File: config.mk
export PLATFORM = sky130hd
export DESIGN_NAME = resv_monitor
export DESIGN_NICKNAME = d
export VERILOG_FILES = /design/src/rtl/resv_pkg.sv /design/src/rtl/resv_block_cmp.sv /design/src/rtl/resv_snoop.sv /design/src/rtl/resv_state.sv /design/src/rtl/resv_status.sv /design/src/rtl/resv_monitor.sv
export SDC_FILE = /design/constraint.sdc
export NUM_CORES = 1
export LEC_CHECK = 0
export CORE_AREA = 2 2 91 93
export CTS_BUF_LIST = sky130_fd_sc_hd__clkbuf_4 sky130_fd_sc_hd__clkbuf_8
export CTS_CLUSTER_SIZE = 14
export DETAILED_ROUTE_END_ITERATION = 16
export DIE_AREA = 0 0 93 95
export DONT_BUFFER_PORTS = 1
export SLEW_MARGIN = 20
export SYNTH_ARGS = -nofsm -noshare
export SYNTH_HDL_FRONTEND = slang
export SYNTH_SLANG_ARGS = --single-unit
File: constraint.sdc
create_clock -name clk -period 3.2 [get_ports clk]
set_input_delay 0.32 -clock clk [delete_from_list [all_inputs] [get_ports clk]]
set_output_delay 0.32 -clock clk [all_outputs]
set_load 0.005 [all_outputs]
File: src/rtl/resv_pkg.sv
package resv_pkg;
    typedef enum logic [1:0] {
        REQ_NONE = 2'd0,
        REQ_LOAD = 2'd1,
        REQ_COND = 2'd2
    } req_kind_e;

    function automatic req_kind_e decode_req(input logic lr, input logic sc);
        if (sc)      return REQ_COND;
        else if (lr) return REQ_LOAD;
        else         return REQ_NONE;
    endfunction
endpackage

File: src/rtl/resv_block_cmp.sv
module resv_block_cmp #(
    parameter int ADDR_W = 32,
    parameter int OFF_W  = 4
) (
    input  logic                    en,
    input  logic [ADDR_W-1:0]       addr,
    input  logic [ADDR_W-OFF_W-1:0] tag,
    output logic                    hit
);
    localparam int TAG_W = ADDR_W - OFF_W;

    logic [TAG_W-1:0] addr_tag;

    always_comb begin
        addr_tag = addr[ADDR_W-1:OFF_W];
        hit      = en && (addr_tag == tag);
    end
endmodule

File: src/rtl/resv_snoop.sv
module resv_snoop #(
    parameter int ADDR_W  = 32,
    parameter int OFF_W   = 4,
    parameter int NUM_SNP = 2
) (
    input  logic [NUM_SNP-1:0]        snp_valid,
    input  logic [NUM_SNP*ADDR_W-1:0] snp_addr,
    input  logic [ADDR_W-OFF_W-1:0]   tag,
    output logic                      kill
);
    logic [NUM_SNP-1:0] port_hit;

    for (genvar g = 0; g < NUM_SNP; g++) begin : g_port
        resv_block_cmp #(.ADDR_W(ADDR_W), .OFF_W(OFF_W)) u_cmp (
            .en   (snp_valid[g]),
            .addr (snp_addr[g*ADDR_W +: ADDR_W]),
            .tag  (tag),
            .hit  (port_hit[g])
        );
    end

    always_comb kill = |port_hit;
endmodule

File: src/rtl/resv_state.sv
module resv_state #(
    parameter int ADDR_W = 32,
    parameter int OFF_W  = 4
) (
    input  logic                    clk,
    input  logic                    rst_n,
    input  resv_pkg::req_kind_e     kind,
    input  logic [ADDR_W-OFF_W-1:0] new_tag,
    input  logic                    snoop_kill,
    output logic                    flag,
    output logic [ADDR_W-OFF_W-1:0] tag
);
    import resv_pkg::*;
    localparam int TAG_W = ADDR_W - OFF_W;

    typedef struct packed {
        logic             flag;
        logic [TAG_W-1:0] tag;
    } resv_t;

    resv_t st_d, st_q;

    always_comb begin
        st_d = st_q;
        case (kind)
            REQ_COND: st_d.flag = 1'b0;
            REQ_LOAD: begin
                st_d.flag = 1'b1;
                st_d.tag  = new_tag;
            end
            default: if (snoop_kill) st_d.flag = 1'b0;
        endcase
    end

    always_ff @(posedge clk) begin
        if (!rst_n) st_q <= '0;
        else        st_q <= st_d;
    end

    always_comb begin
        flag = st_q.flag;
        tag  = st_q.tag;
    end


    cond_clears_chk: assert property (@(posedge clk) disable iff (!rst_n)
        kind == REQ_COND |=> !flag);

    load_sets_chk: assert property (@(posedge clk) disable iff (!rst_n)
        kind == REQ_LOAD |=> flag && tag == $past(new_tag));

    snoop_clears_chk: assert property (@(posedge clk) disable iff (!rst_n)
        (kind == REQ_NONE && snoop_kill) |=> !flag);
endmodule

File: src/rtl/resv_status.sv
module resv_status (
    input  logic clk,
    input  logic rst_n,
    input  logic cond_req,
    input  logic cond_ok,
    output logic done,
    output logic pass
);
    typedef struct packed {
        logic done;
        logic pass;
    } stat_t;

    stat_t st_d, st_q;

    always_comb begin
        st_d      = st_q;
        st_d.done = cond_req;
        if (cond_req) st_d.pass = cond_ok;
    end

    always_ff @(posedge clk) begin
        if (!rst_n) st_q <= '0;
        else        st_q <= st_d;
    end

    always_comb begin
        done = st_q.done;
        pass = st_q.pass;
    end


    pass_hold_chk: assert property (@(posedge clk) disable iff (!rst_n)
        !cond_req |=> $stable(pass) && !done);

    done_pulse_chk: assert property (@(posedge clk) disable iff (!rst_n)
        cond_req |=> done && pass == $past(cond_ok));
endmodule

File: src/rtl/resv_monitor.sv
module resv_monitor #(
    parameter int ADDR_W  = 32,
    parameter int DATA_W  = 32,
    parameter int OFF_W   = 4,
    parameter int NUM_SNP = 2
) (
    input  logic                      clk,
    input  logic                      rst_n,
    input  logic                      lr_req,
    input  logic                      sc_req,
    input  logic [ADDR_W-1:0]         cpu_addr,
    input  logic [DATA_W-1:0]         cpu_wdata,
    input  logic [NUM_SNP-1:0]        snp_valid,
    input  logic [NUM_SNP*ADDR_W-1:0] snp_addr,
    output logic                      mem_rd_en,
    output logic                      mem_we,
    output logic [ADDR_W-1:0]         mem_addr,
    output logic [DATA_W-1:0]         mem_wdata,
    output logic                      bcast_valid,
    output logic [ADDR_W-1:0]         bcast_addr,
    output logic                      resv_flag,
    output logic                      sc_done,
    output logic                      sc_pass
);
    import resv_pkg::*;
    localparam int TAG_W = ADDR_W - OFF_W;

    req_kind_e        kind;
    logic [TAG_W-1:0] held_tag;
    logic             held_flag;
    logic             snoop_kill;
    logic             cpu_hit;
    logic             cond_ok;

    always_comb kind = decode_req(lr_req, sc_req);

    resv_snoop #(.ADDR_W(ADDR_W), .OFF_W(OFF_W), .NUM_SNP(NUM_SNP)) u_snoop (
        .snp_valid (snp_valid),
        .snp_addr  (snp_addr),
        .tag       (held_tag),
        .kill      (snoop_kill)
    );

    resv_block_cmp #(.ADDR_W(ADDR_W), .OFF_W(OFF_W)) u_cpu_cmp (
        .en   (held_flag),
        .addr (cpu_addr),
        .tag  (held_tag),
        .hit  (cpu_hit)
    );

    resv_state #(.ADDR_W(ADDR_W), .OFF_W(OFF_W)) u_state (
        .clk        (clk),
        .rst_n      (rst_n),
        .kind       (kind),
        .new_tag    (cpu_addr[ADDR_W-1:OFF_W]),
        .snoop_kill (snoop_kill),
        .flag       (held_flag),
        .tag        (held_tag)
    );

    always_comb begin
        cond_ok     = (kind == REQ_COND) && cpu_hit && !snoop_kill;
        mem_rd_en   = (kind == REQ_LOAD);
        mem_we      = cond_ok;
        mem_addr    = cpu_addr;
        mem_wdata   = cpu_wdata;
        bcast_valid = cond_ok;
        bcast_addr  = cpu_addr;
        resv_flag   = held_flag;
    end

    resv_status u_status (
        .clk      (clk),
        .rst_n    (rst_n),
        .cond_req (kind == REQ_COND),
        .cond_ok  (cond_ok),
        .done     (sc_done),
        .pass     (sc_pass)
    );


    write_needs_resv_chk: assert property (@(posedge clk) disable iff (!rst_n)
        mem_we |-> resv_flag && sc_req);

    write_broadcast_chk: assert property (@(posedge clk) disable iff (!rst_n)
        mem_we |-> bcast_valid && bcast_addr == mem_addr);

    cond_wins_chk: assert property (@(posedge clk) disable iff (!rst_n)
        sc_req |-> !mem_rd_en);

    pass_means_write_chk: assert property (@(posedge clk) disable iff (!rst_n)
        $rose(sc_pass) |-> $past(mem_we));
endmodule

* Yosys cells after proc, flatten, opt, wreduce, memory -nomap -nowiden
Cells that the tools add are included.
** Cells by class
- Reductions and logical operators :: 8
- $add $sub $neg :: 0
- $mul :: 0
- Muxes and demuxes :: 4
- Eq/ne operators :: 5
- Order comparisons :: 0
- Bitwise logic cells :: 0
- Shift-type cells :: 0
- Div/mod/pow operators :: 0
** Operators with widths (number)
- 28-bit equality test :: 3
- 1-bit logical AND :: 5
- 3-bit nonzero test :: 1
- 2-bit by 1-bit equality test with 1-bit output (second input constant) :: 1
- 2-bit equality test (second input constant) :: 1
- 1-bit two-way mux :: 2
- 2-bit two-way mux :: 1
- 1-bit one-hot mux with 2 select lines :: 1
- 2-bit OR reduction :: 1
- 1-bit logical NOT :: 1
** Word-level totals
- Register bits after elaboration :: 31
- RAM bits :: 0
- Bits in read-only memories :: 0
- Memories kept :: 0
- Logic and storage cells :: 21
- Bits in latches :: 0

* Logic depth before layout (Yosys ltp)
Gate-level depths: netlist of run 1.
- Depth after elaboration :: 5
- Gate-level depth with buffers :: 7
- Mapped depth without buffers :: 5

* By module
Synthesis of run 1 repeated with hierarchy kept, for this count alone.
** Second synthesis, totals
- Cell total of the unflattened synthesis :: 347
- Area, all modules :: 2881.5 µm²
** Modules (own cells, without submodules)
- resv_state :: seq. area each 580.6 µm², cells an instance 127, area each 1129.8 µm², times used 1
- resv_block_cmp :: seq. area each 0.0 µm², cells an instance 38, area each 311.5 µm², times used 3
- resv_monitor :: seq. area each 0.0 µm², cells an instance 100, area each 747.0 µm², times used 1
- resv_status :: seq. area each 40.0 µm², cells an instance 5, area each 63.8 µm², times used 1
- resv_snoop :: seq. area each 0.0 µm², cells an instance 1, area each 6.3 µm², times used 1

* Worst setup path after synthesis of run 1
No wires, ideal clock.
- Kind :: register -> output
- From :: register u_state.st_q, in the netlist u_state.tag[2]
- To :: output mem_we
- Setup slack :: 1.375 ns
- Stages on the path, launching flop included :: 8
- Data arrival time :: 1.505 ns
- Path buffers :: 2
- Path through :: dfxtp_1 > clkbuf_2 > xnor2_1 > nand4_1 > nor4_1 > nand2_1 > nor4_1 > buf_4
** Between the ends
- Cells in the longest elaborated chain, start to end :: 5
- Elaborated cells on any way between the ends :: 10
- Classes of those cells :: eq/ne: 3; reduce/logical: 7
** Ends and longest elaborated chain
- start, declared :: line resv_state.sv:21 : resv_t st_d, st_q;
- start signal, assigned :: line resv_state.sv:37 : else st_q <= st_d;
- 28-bit equality test :: line resv_block_cmp.sv:16 : hit = en && (addr_tag == tag);
- 1-bit logical AND :: line resv_block_cmp.sv:16
- 2-bit OR reduction :: line resv_snoop.sv:22 : always_comb kill = |port_hit;
- 1-bit logical NOT :: line resv_monitor.sv:62 : cond_ok = (kind == REQ_COND) && cpu_hit && !snoop_kill;
- 1-bit logical AND (*) :: line resv_monitor.sv:62
- end, declared :: line resv_monitor.sv:16 : output logic mem_we,
Every way passes the cells marked *; elsewhere a longest branch is shown, timed or not.

* Worst setup path in the final report of run 1
- From :: register u_state.st_q, in the netlist u_state.tag[10]
- To :: output mem_we
Same word-level chain as after synthesis.

==> out/metrics.cfg, run 1 <==
[outcome]
status=complete, no violations

[pwr]
leakagePower_nw=0.872
peakVddDrop_mv=0.198
powerDensity_nw_per_um2=400

[synth]
synth_area_leaders=buf_4 24%, dfxtp_1 20%, xor2_1 14%
synth_top_area_share_pct=24.0
synth_nets=518
synth-warning-count=0
yosysSeqAreaShare_pct=20.4
ys_types=27
synth_commonest_cells=97 x buf_4, 65 x nand2_1, 47 x xor2_1, 37 x xnor2_1, 31 x dfxtp_1
synthArstFlopShare_pct=0
synth_edf_count=0
yosys.area.top_type=buf_4
synth_area_um2=3040
synth_area_per_cell_um2=7.91
netlist_instances=384
synthMostInstantiatedCell=buf_4
synth_ff_type=dfxtp_1
ys_seq_elements=31

[placement]
place_ws_ps=1190
numPortBuffers=0
gp_congestion=0.867
hpwl_um=6770

[clock_tree]
htree_num_levels=2
clk_pin_slew_ps=70
worstSkewPairLatency_ps=290
hold_buffers=0
post_cts_buffers=0
numCtsBuffers=5
clock-sinks=31
cts_root_buffer=clkbuf_8
clockBufferDepth=2
cts_resized=0
cts_tree=done

[sta]
finalHoldViolCount=0
rsz0062_at_grt=no
slew_headroom_pct=69.6
setup_violations=0
fmax_mhz=423
fin_tns_setup_ps=0
skew_ps=3.09
tightest_slew_ps=453
slew_violations=0
fin_ws_ps=835
period_share_pct=73.9
fin_crit_ps=2370

[routing]
met1_length_um=2830
post_drt_via_cell_ratio=5.29
num_vias=2080
drt-total-wl_um=8180
met3_wirelength_um=933
drtPass1Iterations=4
postRouteAntennaNets=0
drc_errors=0
wl_met2_um=3970
drt_iter0_markers=108
routed.top_layer=met4
wl_per_cell_um=20.8

[cells_and_area]
synthToLayoutAreaGrowth_pct=-16.0
multi_input_area_um2=1640
drive_gt1_share_pct=5.56
num-fill-cells=852
regArea_um2=621
diodes=0
nNetsFinal=421

[floorplanning]
dieHeight_um=95
start_util_pct=38.3
core-area_um2=7930
die-area_um2=8840
fp-row-count=33
io_pins=236
die_x_um=93

[critical_path]
start_kind=flip-flop
worstSetupPathType=reg -> out
cp_data_required_time_ps=2880
crit_slowest_cell=nor4_1
max_stage_delay_ps=460
cpMostUsedCell=nor4_1
critPathTopFamily=simple AND/OR/NAND/NOR gates
critPathMaxFanout=4
crit_arrival_ps=2050
crit_cells=6
critPathBufInv=1
r2r_cells=5
crit_path_end_kind=output port
path_cells=xnor2_1, nand4_1, nor4_1, nand2_1, nor4_1, buf_4

[job]
cap_violations=0

[global_routing]
grt_start_max_net_pins=34
antenna_found_initial=0
grt-ovfl-total=0
grt_pass1_vias=2191
grt_pass1_wl_um=12100
grt.total_usage_pct=18.7

[min_path]
min_path_type=in -> reg
hold_depth=1

[flip-flops by register name, indices dropped and copies added (netlist names)]
signal,flops
u_state.tag,28
u_status.done,1
u_state.flag,1
u_status.pass,1
[cells in the final DEF, fill, tap and decap left out, drive strengths merged]
| cell | netlist | layout |
|---|---|---|
| inv | 3 | 3 |
| bufinv | 0 | 1 |
| nor4 | 26 | 26 |
| nor2b | 1 | 1 |
| clkinv | 0 | 1 |
| nand3 | 4 | 4 |
| and2 | 1 | 1 |
| nand4 | 16 | 16 |
| and4 | 1 | 1 |
| nand4b | 2 | 2 |
| buf | 102 | 3 |
| a21boi | 28 | 28 |
| clkbuf | 5 | 6 |
| o21ai | 1 | 1 |
| nand2b | 2 | 2 |
| a2111oi | 1 | 1 |
| xnor2 | 37 | 37 |
| xor2 | 47 | 47 |
| nor3 | 2 | 2 |
| nand3b | 3 | 3 |
| o41ai | 2 | 2 |
| dfxtp | 31 | 31 |
| nor2 | 4 | 4 |
| nand2 | 65 | 65 |
[power breakdown]
group          internal (W)  switching [W]
clock              0.000252       0.000157
sequential         0.000403      0.0000262
combinational     0.0000823       0.000101
total              0.000738       0.000284
[routing by layer]
metal | track usage (%) | vias up
met5 | 0 | -
met3 | 7.98 | 54
met1 | 19.3 | 932
li1 | - | 992
met2 | 31.6 | 102
met4 | 10.9 | 0
[cell type report]
class,instances,area share [%]
timing repair buffer,3,1.37
inverter,3,0.441
clock inverter,2,1.37
multi-input combinational,243,64.1
tap,105,5.15
sequential,31,24.3
clock buffer,6,3.24
[per-stage QoR]
step | cell area [um^2] | total power (W) | std cells | util [%] | hold WS (ps)
after floorplan | 3040 | 0.000674 | 384 | - | 447
after global placement | 2430 | 0.000618 | 385 | 30.7 | 453
after detailed placement | 2430 | 0.000621 | 385 | 30.7 | 454
after CTS | 2550 | 0.00103 | 393 | 32.2 | 155
after global routing | 2550 | 0.00107 | 393 | 32.2 | 166
final | 2550 | 0.00102 | 393 | 32.2 | 164
[worst register-to-register path: stages, from the launching register on]
cell and delay [ps]:
dfxtp_1 360, xnor2_1 390, nand4_1 130, nor4_1 430
nand3_1 170, o41ai_2 290
[worst paths after layout]
check                                startpoint            end  slack [ps]
worst max-delay path            u_state.tag[10]         mem_we         830
worst max register to register  u_state.tag[19]  u_status.pass        1340
worst min register to register     u_state.flag  u_status.pass         520
worst min-delay path                     sc_req  u_status.done         160
[cell families (layout without fill, tap and decap cells)]
kind of cell           count (synthesis)  after routing  synth area share [%]
AO/OA/AOI/OAI                         32             32                  8.41
XOR/XNOR                              84             84                  24.2
buffers and inverters                110             14                  25.7
flip-flops                            31             31                  20.4
AND/OR/NAND/NOR                      127            127                  21.2
Note: power is estimated with default switching activity, not from simulation.
==> inputs of run 2 (changes only) <==
==> constraint.sdc (replaced) <==
create_clock -name clk -period 2 [get_ports clk]
set_input_delay 0.2 -clock clk [delete_from_list [all_inputs] [get_ports clk]]
set_output_delay 0.2 -clock clk [all_outputs]
set_load 0.005 [all_outputs]
==> out/metrics.cfg, run 2 (same netlist as run 1, synthesis figures left out) <==
[outcome]
status=complete, but fails checks
violations=setup timing

[cells_and_area]
drive_gt1_share_pct=26.6
finish.instance_area_um2=2920
diodes=0
mostFrequentLayoutCells=65 x nand2_1, 46 x xor2_1, 28 x a21boi_0
synthToLayoutAreaGrowth_pct=-3.83
largest_reg_flops=28
final_common_cell=nand2_1
nNetsFinal=434

[floorplanning]
dieHeight_um=95
die-area_um2=8840
die_x_um=93
io_pins=236
core-area_um2=7930
start_util_pct=38.3
fp-row-count=33

[critical_path]
worstSetupPathType=reg -> out
crit_path_end_kind=output port
start_kind=flip-flop
rrSetupSlack_ps=100
crit_arrival_ps=1840
critPathMaxFanout=2
cp_data_required_time_ps=1800

[global_routing]
antenna_found_initial=0
grt-ovfl-total=0
grt_start_max_net_pins=34
grt.total_usage_pct=18.7
grt_pass1_wl_um=12300
grt_pass1_vias=2270

[routing]
postRouteAntennaNets=0
wl_per_cell_um=20.8
drc_errors=0
drt-total-wl_um=8450
drt_iter0_markers=123
post_drt_via_cell_ratio=5.49
drtPass1Iterations=4
num_vias=2227

[sta]
setup_violations=2
rsz0062_at_grt=yes
fmax_mhz=489
fin_tns_setup_ps=-86.8
holdWs_ps=40.1
finalHoldViolCount=0
fin_crit_ps=2040
skew_ps=3.67
slew_headroom_pct=71.2
slew_violations=0
tightest_slew_ps=428
fin_ws_ps=-43.6
period_share_pct=102

[clock_tree]
numCtsBuffers=5
clk_pin_slew_ps=70
cts_tree=done
clock-sinks=31
hold_buffers=0
htree_num_levels=2
cts_root_buffer=clkbuf_8
worstSkewPairLatency_ps=280
clockBufferDepth=2

[min_path]
min_path_type=in -> reg

[placement]
numPortBuffers=0
gp_congestion=0.892
dpl_cell_area_um2=2440
hpwl_um=6740

[pwr]
p_total_w=0.00171
peakVddDrop_mv=0.277
powerDensity_nw_per_um2=586
leakagePower_nw=1.06

[job]
cap_violations=0

[run 2: changes by cell type in the layout (fill, tap and decap cells not counted), sizes merged]
cell / change
buf: +13
[run 2: timing repair]
action	in CTS	in global routing
endpoints found under the setup margin	2	3
gates resized for setup	48	13
pin swaps	18	11
hold endpoints to repair	0	0
setup buffers	9	2
[run 2: final timing paths]
path	startpoint	endpoint	cells past startpoint
setup reg to reg	u_state.tag[10]	u_status.pass	13
hold / removal	sc_req	u_status.done	1
setup / recovery	u_state.tag[23]	mem_we	6
hold reg to reg	u_state.tag[16]	u_state.tag[16]	2
[run 2: power breakdown]
part           internal, W  total (W)  leakage, nW  switching (W)
registers         0.000645   0.000693        0.266      0.0000473
clock network     0.000403   0.000653       0.0612       0.000250
logic             0.000187   0.000367        0.736       0.000180
[run 2: metal layers]
metal | track usage (%) | share of wire, % | up-vias | wire, um
li1 | - | - | 1017 | -
met1 | 19.4 | 35 | 1040 | 2970
met2 | 32.9 | 50 | 118 | 4240
met3 | 7.10 | 9.6 | 52 | 814
met4 | 9.44 | 5.0 | 0 | 425
met5 | 0 | 0 | - | 0
[run 2: metrics by stage]
step,util (%),worst slack (ps),cells
after floorplan,-,295,384
after global placement,30.7,145,387
after detailed placement,30.7,180,387
after CTS,35.7,-12.0,404
after global routing,36.8,-184,406
final,36.8,-43.6,406
[run 2: area by class of cell]
| type | instances | area [um^2] |
|---|---|---|
| fill | 818 | 5010 |
| multi-input combinational | 243 | 1870 |
| sequential | 31 | 666 |
| tap | 105 | 131 |
| timing repair buffer | 16 | 120 |
| clock buffer | 6 | 82.6 |
| clock inverter | 2 | 35.0 |
| inverter | 3 | 11.3 |
[run 2: critical path, stage by stage, from the launching register on]
cell     delay (ps)
dfxtp_4         360
xnor2_4         180
nand4_1         160
nor4_4          310
nand2_1          90
nor4_2          280
buf_4           180
